==> src/rtl/tmr_oc_channel.sv <==
module tmr_oc_channel #(
  parameter int CNT_W = 16
) (
  input  logic             clk,
  input  logic             rst_n,
  input  logic             cfg_we,
  input  logic             cfg_addr,
  input  logic [CNT_W-1:0] cfg_wdata,
  input  logic [CNT_W-1:0] cnt_val,
  input  logic             cnt_down,
  output logic             oc_ref,
  output logic             pin_out,
  output logic             cmp_flag
);
  localparam int CTRL_W = 7;

  logic [CTRL_W-1:0] ctrl_q;
  logic [CNT_W-1:0]  cmp_q;
  logic              ref_d;

  wire [1:0] chan_sel = ctrl_q[1:0];
  wire [2:0] mode     = ctrl_q[4:2];
  wire       pol_inv  = ctrl_q[5];
  wire       out_en   = ctrl_q[6];

  wire match  = (cnt_val == cmp_q);
  wire pwm_a  = cnt_down ? (cmp_q >= cnt_val) : (cmp_q > cnt_val);

  always_ff @(posedge clk or negedge rst_n) begin
    if (!rst_n) begin
      ctrl_q <= '0;
      cmp_q  <= '0;
    end else if (cfg_we) begin
      if (cfg_addr) cmp_q  <= cfg_wdata;
      else          ctrl_q <= cfg_wdata[CTRL_W-1:0];
    end
  end

  always_comb begin
    ref_d = oc_ref;
    if (chan_sel == 2'b00) ref_d = 1'b0;
    else begin
      case (mode)
        3'b001:  if (match) ref_d = 1'b1;
        3'b010:  if (match) ref_d = 1'b0;
        3'b011:  if (match) ref_d = ~oc_ref;
        3'b100:  ref_d = 1'b0;
        3'b101:  ref_d = 1'b1;
        3'b110:  ref_d = pwm_a;
        3'b111:  ref_d = ~pwm_a;
        default: ref_d = oc_ref;
      endcase
    end
  end

  always_ff @(posedge clk or negedge rst_n) begin
    if (!rst_n) begin
      oc_ref   <= 1'b0;
      cmp_flag <= 1'b0;
    end else begin
      oc_ref   <= ref_d;
      cmp_flag <= match;
    end
  end

  assign pin_out = out_en & (oc_ref ^ pol_inv);
endmodule


==> config.mk <==
export PLATFORM = sky130hd
export DESIGN_NAME = tmr_oc_channel
export DESIGN_NICKNAME = d
export VERILOG_FILES = /design/src/rtl/tmr_oc_channel.sv
export SDC_FILE = /design/constraint.sdc
export NUM_CORES = 1
export LEC_CHECK = 0
export CORE_MARGIN = 1
export CORE_UTILIZATION = 60
export DETAILED_ROUTE_END_ITERATION = 7
export DONT_BUFFER_PORTS = 1
export HOLD_SLACK_MARGIN = 0.15
export PLACE_DENSITY_LB_ADDON = 0.1
export SLEW_MARGIN = 15
export SYNTH_ARGS = -nofsm -noshare
export SYNTH_HDL_FRONTEND = slang
export SYNTH_SLANG_ARGS = --single-unit
==> constraint.sdc <==
create_clock -name clk -period 2.2 [get_ports clk]
set_input_delay 0.22 -clock clk [delete_from_list [all_inputs] [get_ports clk]]
set_output_delay 0.22 -clock clk [all_outputs]
set_load 0.03 [all_outputs]
Yosys cells after proc, flatten, opt, wreduce, memory -nomap -nowiden
Cells that the tools add are included.
{ "classes": {"add_sub_neg": 0, "mul": 0, "div": 0, "n_lt_le_gt_ge": 2, "eq_ne": 11, "n_shift": 0, "n_mux": 6, "bitwise_logic": 5, "reduce_logical": 5} }
{ "ops": {"columns": ["cell", "n"], "rows": [
  ["16-bit equality test", 1],
  ["16-bit >= comparator", 1],
  ["16-bit greater-than comparator", 1],
  ["3-bit equality test, second input constant", 4],
  ["3-bit inequality test, second input constant", 3],
  ["8-bit nonzero test", 1],
  ["1-bit case mux with 7 select lines", 1],
  ["3-bit by 2-bit equality test with 1-bit output, second input constant", 2],
  ["1-bit two-way mux", 5],
  ["2-bit AND reduction", 2],
  ["4-bit AND reduction", 1],
  ["3-bit by 1-bit equality test with 1-bit output, second input constant", 1],
  ["1-bit NOT", 3],
  ["2-bit logical NOT", 1],
  ["1-bit AND", 1],
  ["1-bit bitwise XOR", 1]
]} }
{ "totals": {"regBits": 25, "latchBits": 0, "ramBits": 0, "mem_bits_ro": 0, "inputBits": 37, "out_inout_bits": 3, "elab_cells": 33, "memories": 0} }

Logic depth before layout (Yosys ltp)
{ "depth": {"word_depth": 5, "ltp_mapped": 7, "depth_no_buf": 7} }

Least setup slack after synthesis
No wires, ideal clock.
{ "synth_timing": {"path_type": "flip-flop to flip-flop", "start": "reg cmp_q[14]", "end": "reg oc_ref", "setup_ns": 0.129, "arrival_ns": 1.545, "setup_slack_ns": 0.526, "stages_incl_launch_ff": 7, "cell_sequence": "dfrtp_1 -> ha_1 -> nand4_4 -> nor4_4 -> a21oi_1 -> o221ai_1 -> mux2i_1"} }
{ "synth_rtl": {"columns": ["item", "line_no", "rtl"], "rows": [
  ["from (decl)", "18", "logic [CNT_W-1:0] cmp_q;"],
  ["from (signal assigned)", "34", "if (cfg_addr) cmp_q <= cfg_wdata;"],
  ["16-bit equality test (*)", "26", "wire match = (cnt_val == cmp_q);"],
  ["named net match", "26", null],
  ["3-bit inequality test (no line)", null, null],
  ["4-bit AND reduction (no line) (*)", null, null],
  ["to (signal assigned)", "61", "oc_ref <= ref_d;"],
  ["to (decl)", "11", "output logic oc_ref,"]
]} }
Mark *: on every way through the listed nets, which the timed path passes. The rest lies on a longest branch.
A chain may end at the register's enable or synchronous reset.

Worst setup path in the final report
{ "layout_timing": {"start": "reg cmp_q[11]", "end": "reg oc_ref"} }
The elaborated chain is that of the path after synthesis.

==> results.tsv <==
stage	metric	value	unit
die	Horiz. Die Dim	50.97	um
worst_setup_path	data required time of the worst path	2410	ps
placement	post-DP HPWL	1844	um
synth	post-synth net total	179	
timing	final setup margin	349.8	ps
synth	area leader, netlist	sky130_fd_sc_hd__dfrtp_1	
synth	multiplexer share of the synthesized area	0.1791	
status	run status	completed	
die	core area	2233	um2
drt	routed wire length	2616	um
timing	final worst path period share	0.8410	
cts	clock transition at the registers of the reported paths	130	ps
min_path	Hold Crit Class	in -> reg	
global_routing	initial antenna violation count	0	
worst_setup_path	worst endpoint data arrival time	2060	ps
timing	Setup-failing EPs final	0	
layout	fraction of final layout cells sized beyond drive strength 1	0.2055	
worst_setup_path	Worst setup EP type	flip-flop	
worst_setup_path	Critical-path top delay cell	sky130_fd_sc_hd__nor4_4	
cts	cells resized by post-CTS repair	0	
cts	clock root buffer	sky130_fd_sc_hd__clkbuf_4	
worst_setup_path	chain of cells forming the critical path	ha_1, nand4_1, nor4_4, a21oi_1, o221ai_1, mux2i_1	
cts	Setup Fix Bufs, Post-CTS	0	
layout	count of nets after finishing	200	
layout	P&R area growth vs syn	17.13	%
drt	number of routed nets with antenna violations	0	
worst_setup_path	type of element launching the critical path	flip-flop	
synth	synthesized area per cell	11.42	um2
synth	main combinational cell family by area after synthesis	multiplexers	
drt	met2 WL post-DR	1354	um
layout	number of antenna cells inserted	0	
timing	worst setup skew after layout	17.07	ps
synth	number of storage elements in the synthesis netlist	25	
timing	transition at the pin with the smallest max-transition slack	697.4	ps
worst_setup_path	largest fanout on the critical path	6	
synth	cell area after synthesis	1439	um2
synth	synthesized instance count	126	
global_routing	overflow left after global routing	0	
drt	count of vias placed by the detailed router	999	
synth	adder-cell area share of the yosys netlist	0.1391	
timing	normalized max-slew margin	0.5340	
drt	detailed-route wire length per cell	15.03	um
die	number of primary I/O pins	40	
cts	Max clock buf depth	2	
worst_setup_path	critical path start-end classification	reg -> reg	
timing	final hold vios	0	
die	initial cell density of the core	0.6443	
placement	worst setup slack after placement	359.7	ps
placement	area after detailed placement	1465	um2
timing	highest clock frequency the design can meet	540.5	MHz
global_routing	global-route wire length before repair	4340	um
placement	weighted congestion reported at the end of routability-driven placement	0.8024	
die	y dimension of the die	50.97	um
drt	highest metal layer with signal wires	met4	
cts	clock latency on the worst-skew pair	330	ps
power	worst supply voltage drop on vdd	0.5518	mV
timing	number of max-slew violations in the final report	0	
synth	number of warnings printed during yosys synthesis	0	
synth	register area share after synthesis	0.4348	
worst_setup_path	peak per-stage delay on the critical path	430	ps
drt	Routed met1 length	1110	um
global_routing	largest net degree at the start of global routing	26	
global_routing	vias in the first global route	1056	
power	power per unit of standard cell area	673.2	nW/um2
die	floorplan row count	17	
die	area enclosed by the die boundary	2598	um2
cts	count of H-tree levels built during CTS	1	
drt	violation count after the first detailed-route iteration	5	
placement	input/output buffers	0	
synth	Synth top area share	0.4348	
drt	number of DRC violations after detailed routing	0	
synth	synthesized-area fraction occupied by ao, oa, aoi and oai cells	0.08783	
drt	DR vias/cell	5.741	
cts	CTS tree	yes	
cts	Num Clock Sinks	25	
worst_setup_path	number of buffers and inverters on the critical path	0	
drt	iteration count of the initial detailed-routing pass	2	
timing	Tmin final	1850	ps
synth	area share of xor/xnor cells in the synthesized design	0.01217	
cts	total clock buffers created by CTS	3	
power	leakage dissipation	0.7955	nW
flow_run	count of maximum capacitance violations	0	
layout	final core occ	0.7546	
global_routing	gr usage total	0.2266	
timing	final sum of negative setup slack	0	ps
synth	Yosys cell types	30	
synth	simple-gate portion of the synthesized area	0.09391	
drt	total met3 wirelength after detailed routing	73	um
layout	cell area after layout	1685	um2
worst_setup_path	family with the most delay on the worst path	simple AND/OR/NAND/NOR gates	
timing	RSZ-0062 raised after global routing	false	
synth	most area-consuming cells after synthesis	sky130_fd_sc_hd__dfrtp_1 43%, sky130_fd_sc_hd__mux2_2 17%, sky130_fd_sc_hd__ha_1 14%	
logic make-up after synthesis:
group / Yosys count
flip-flops: 25
AND/OR/NAND/NOR: 20
XOR/XNOR: 2
multiplexers: 23
adder cells (fa/ha/maj): 16
AO/OA/AOI/OAI: 20
buffers and inverters: 20
through the flow:
step | std cells | hold WS (ps) | power, mW
2_1_floorplan | 126 | -75.59 | 0.8327
6_report | 174 | 186.2 | 1.135
3_3_place_gp | 152 | -74.96 | 0.8732
4_1_cts | 174 | 179.4 | 1.144
3_5_place_dp | 152 | -75.03 | 0.8893
5_1_grt | 174 | 188.7 | 1.203
path summary, 6_finish.rpt:
check,start,end,slack [ps],depth (start not counted)
worst max-delay path,cmp_q[11],oc_ref,350,6
worst min-delay path,cnt_down,oc_ref,190,3
worst max register to register,cmp_q[11],oc_ref,350,6
worst min register to register,ctrl_q[6],ctrl_q[6],530,1
max in group asynchronous,rst_n,cmp_q[15],1730,2
min in group asynchronous,rst_n,cmp_q[6],300,2
worst reg2reg max path: stages (launching register included):
cell and delay [ps]:
sky130_fd_sc_hd__dfrtp_1 400, sky130_fd_sc_hd__ha_1 320, sky130_fd_sc_hd__nand4_1 200, sky130_fd_sc_hd__nor4_4 430, sky130_fd_sc_hd__a21oi_1 120, sky130_fd_sc_hd__o221ai_1 180, sky130_fd_sc_hd__mux2i_1 100
cell type report:
cell class,instances,area (um2)
Clock buffer,3,22.52
Clock inverter,1,7.507
Fill cell,158,548.0
Inverter,18,67.56
Multi-Input combinational cell,81,737.0
Sequential cell,25,625.6
Tap cell,28,35.03
Timing Repair Buffer,18,190.2
synthesized netlist by cell type:
master and count:
sky130_fd_sc_hd__o22ai_1 1, sky130_fd_sc_hd__nand4_1 4, sky130_fd_sc_hd__a21oi_1 6, sky130_fd_sc_hd__nor4_4 1, sky130_fd_sc_hd__xnor2_1 1, sky130_fd_sc_hd__inv_1 18, sky130_fd_sc_hd__o21a_1 1, sky130_fd_sc_hd__o21ai_0 5
sky130_fd_sc_hd__buf_2 1, sky130_fd_sc_hd__nand3_1 1, sky130_fd_sc_hd__o221ai_1 1, sky130_fd_sc_hd__nand4_4 1, sky130_fd_sc_hd__a31o_1 1, sky130_fd_sc_hd__a21o_1 1, sky130_fd_sc_hd__nor3_1 1, sky130_fd_sc_hd__xor2_1 1
sky130_fd_sc_hd__a21o_2 1, sky130_fd_sc_hd__a41oi_1 1, sky130_fd_sc_hd__and2_1 1, sky130_fd_sc_hd__mux2_2 22, sky130_fd_sc_hd__nand2b_1 2, sky130_fd_sc_hd__a221oi_1 1, sky130_fd_sc_hd__nor2b_1 2, sky130_fd_sc_hd__ha_1 16
sky130_fd_sc_hd__clkbuf_1 1, sky130_fd_sc_hd__nand2_1 5, sky130_fd_sc_hd__mux2i_1 1, sky130_fd_sc_hd__dfrtp_1 25, sky130_fd_sc_hd__nor2_1 2, sky130_fd_sc_hd__a31oi_1 1
state kept, by name, summed over array words and instances, names as in the netlist:
name	cells
cmp_q	16
ctrl_q	7
cmp_flag	1
oc_ref	1
routing by layer:
metal / vias up / track usage
met4: 0 / 0.1157
li1: 485 / -
met2: 31 / 0.4189
met3: 9 / 0.02083
met5: - / 0
met1: 474 / 0.2559
power breakdown:
group	leakage, nW	switching, mW	internal [mW]
Combinational	0.484	0.150	0.165
Clock	0.0139	0.148	0.0696
Sequential	0.297	0.0728	0.529
Total	0.795	0.371	0.764
layout by cell type (no fill, tap or decap), drive strengths merged:
master,netlist,routed
nand2b,2,2
mux2i,1,1
xor2,1,1
dfrtp,25,25
nand2,5,5
o21a,1,1
dlygate4sd3,0,17
clkinvlp,0,1
o21ai,5,5
and2,1,1
a41oi,1,1
a31o,1,1
xnor2,1,1
nand3,1,1
clkbuf,1,3
a21o,2,2
buf,1,1
nor3,1,1
nor4,1,1
a31oi,1,1
ha,16,16
mux2,22,22
o22ai,1,1
a21oi,6,6
o221ai,1,1
a221oi,1,1
nor2b,2,2
nand4,5,5
inv,18,18
nor2,2,2
what timing repair did:
item                       4_1_cts  5_1_grt
setup endpoints to repair        0        0
hold buffers                    18        0
hold endpoints to repair        48        0
Power figures use the tool's default switching activity.
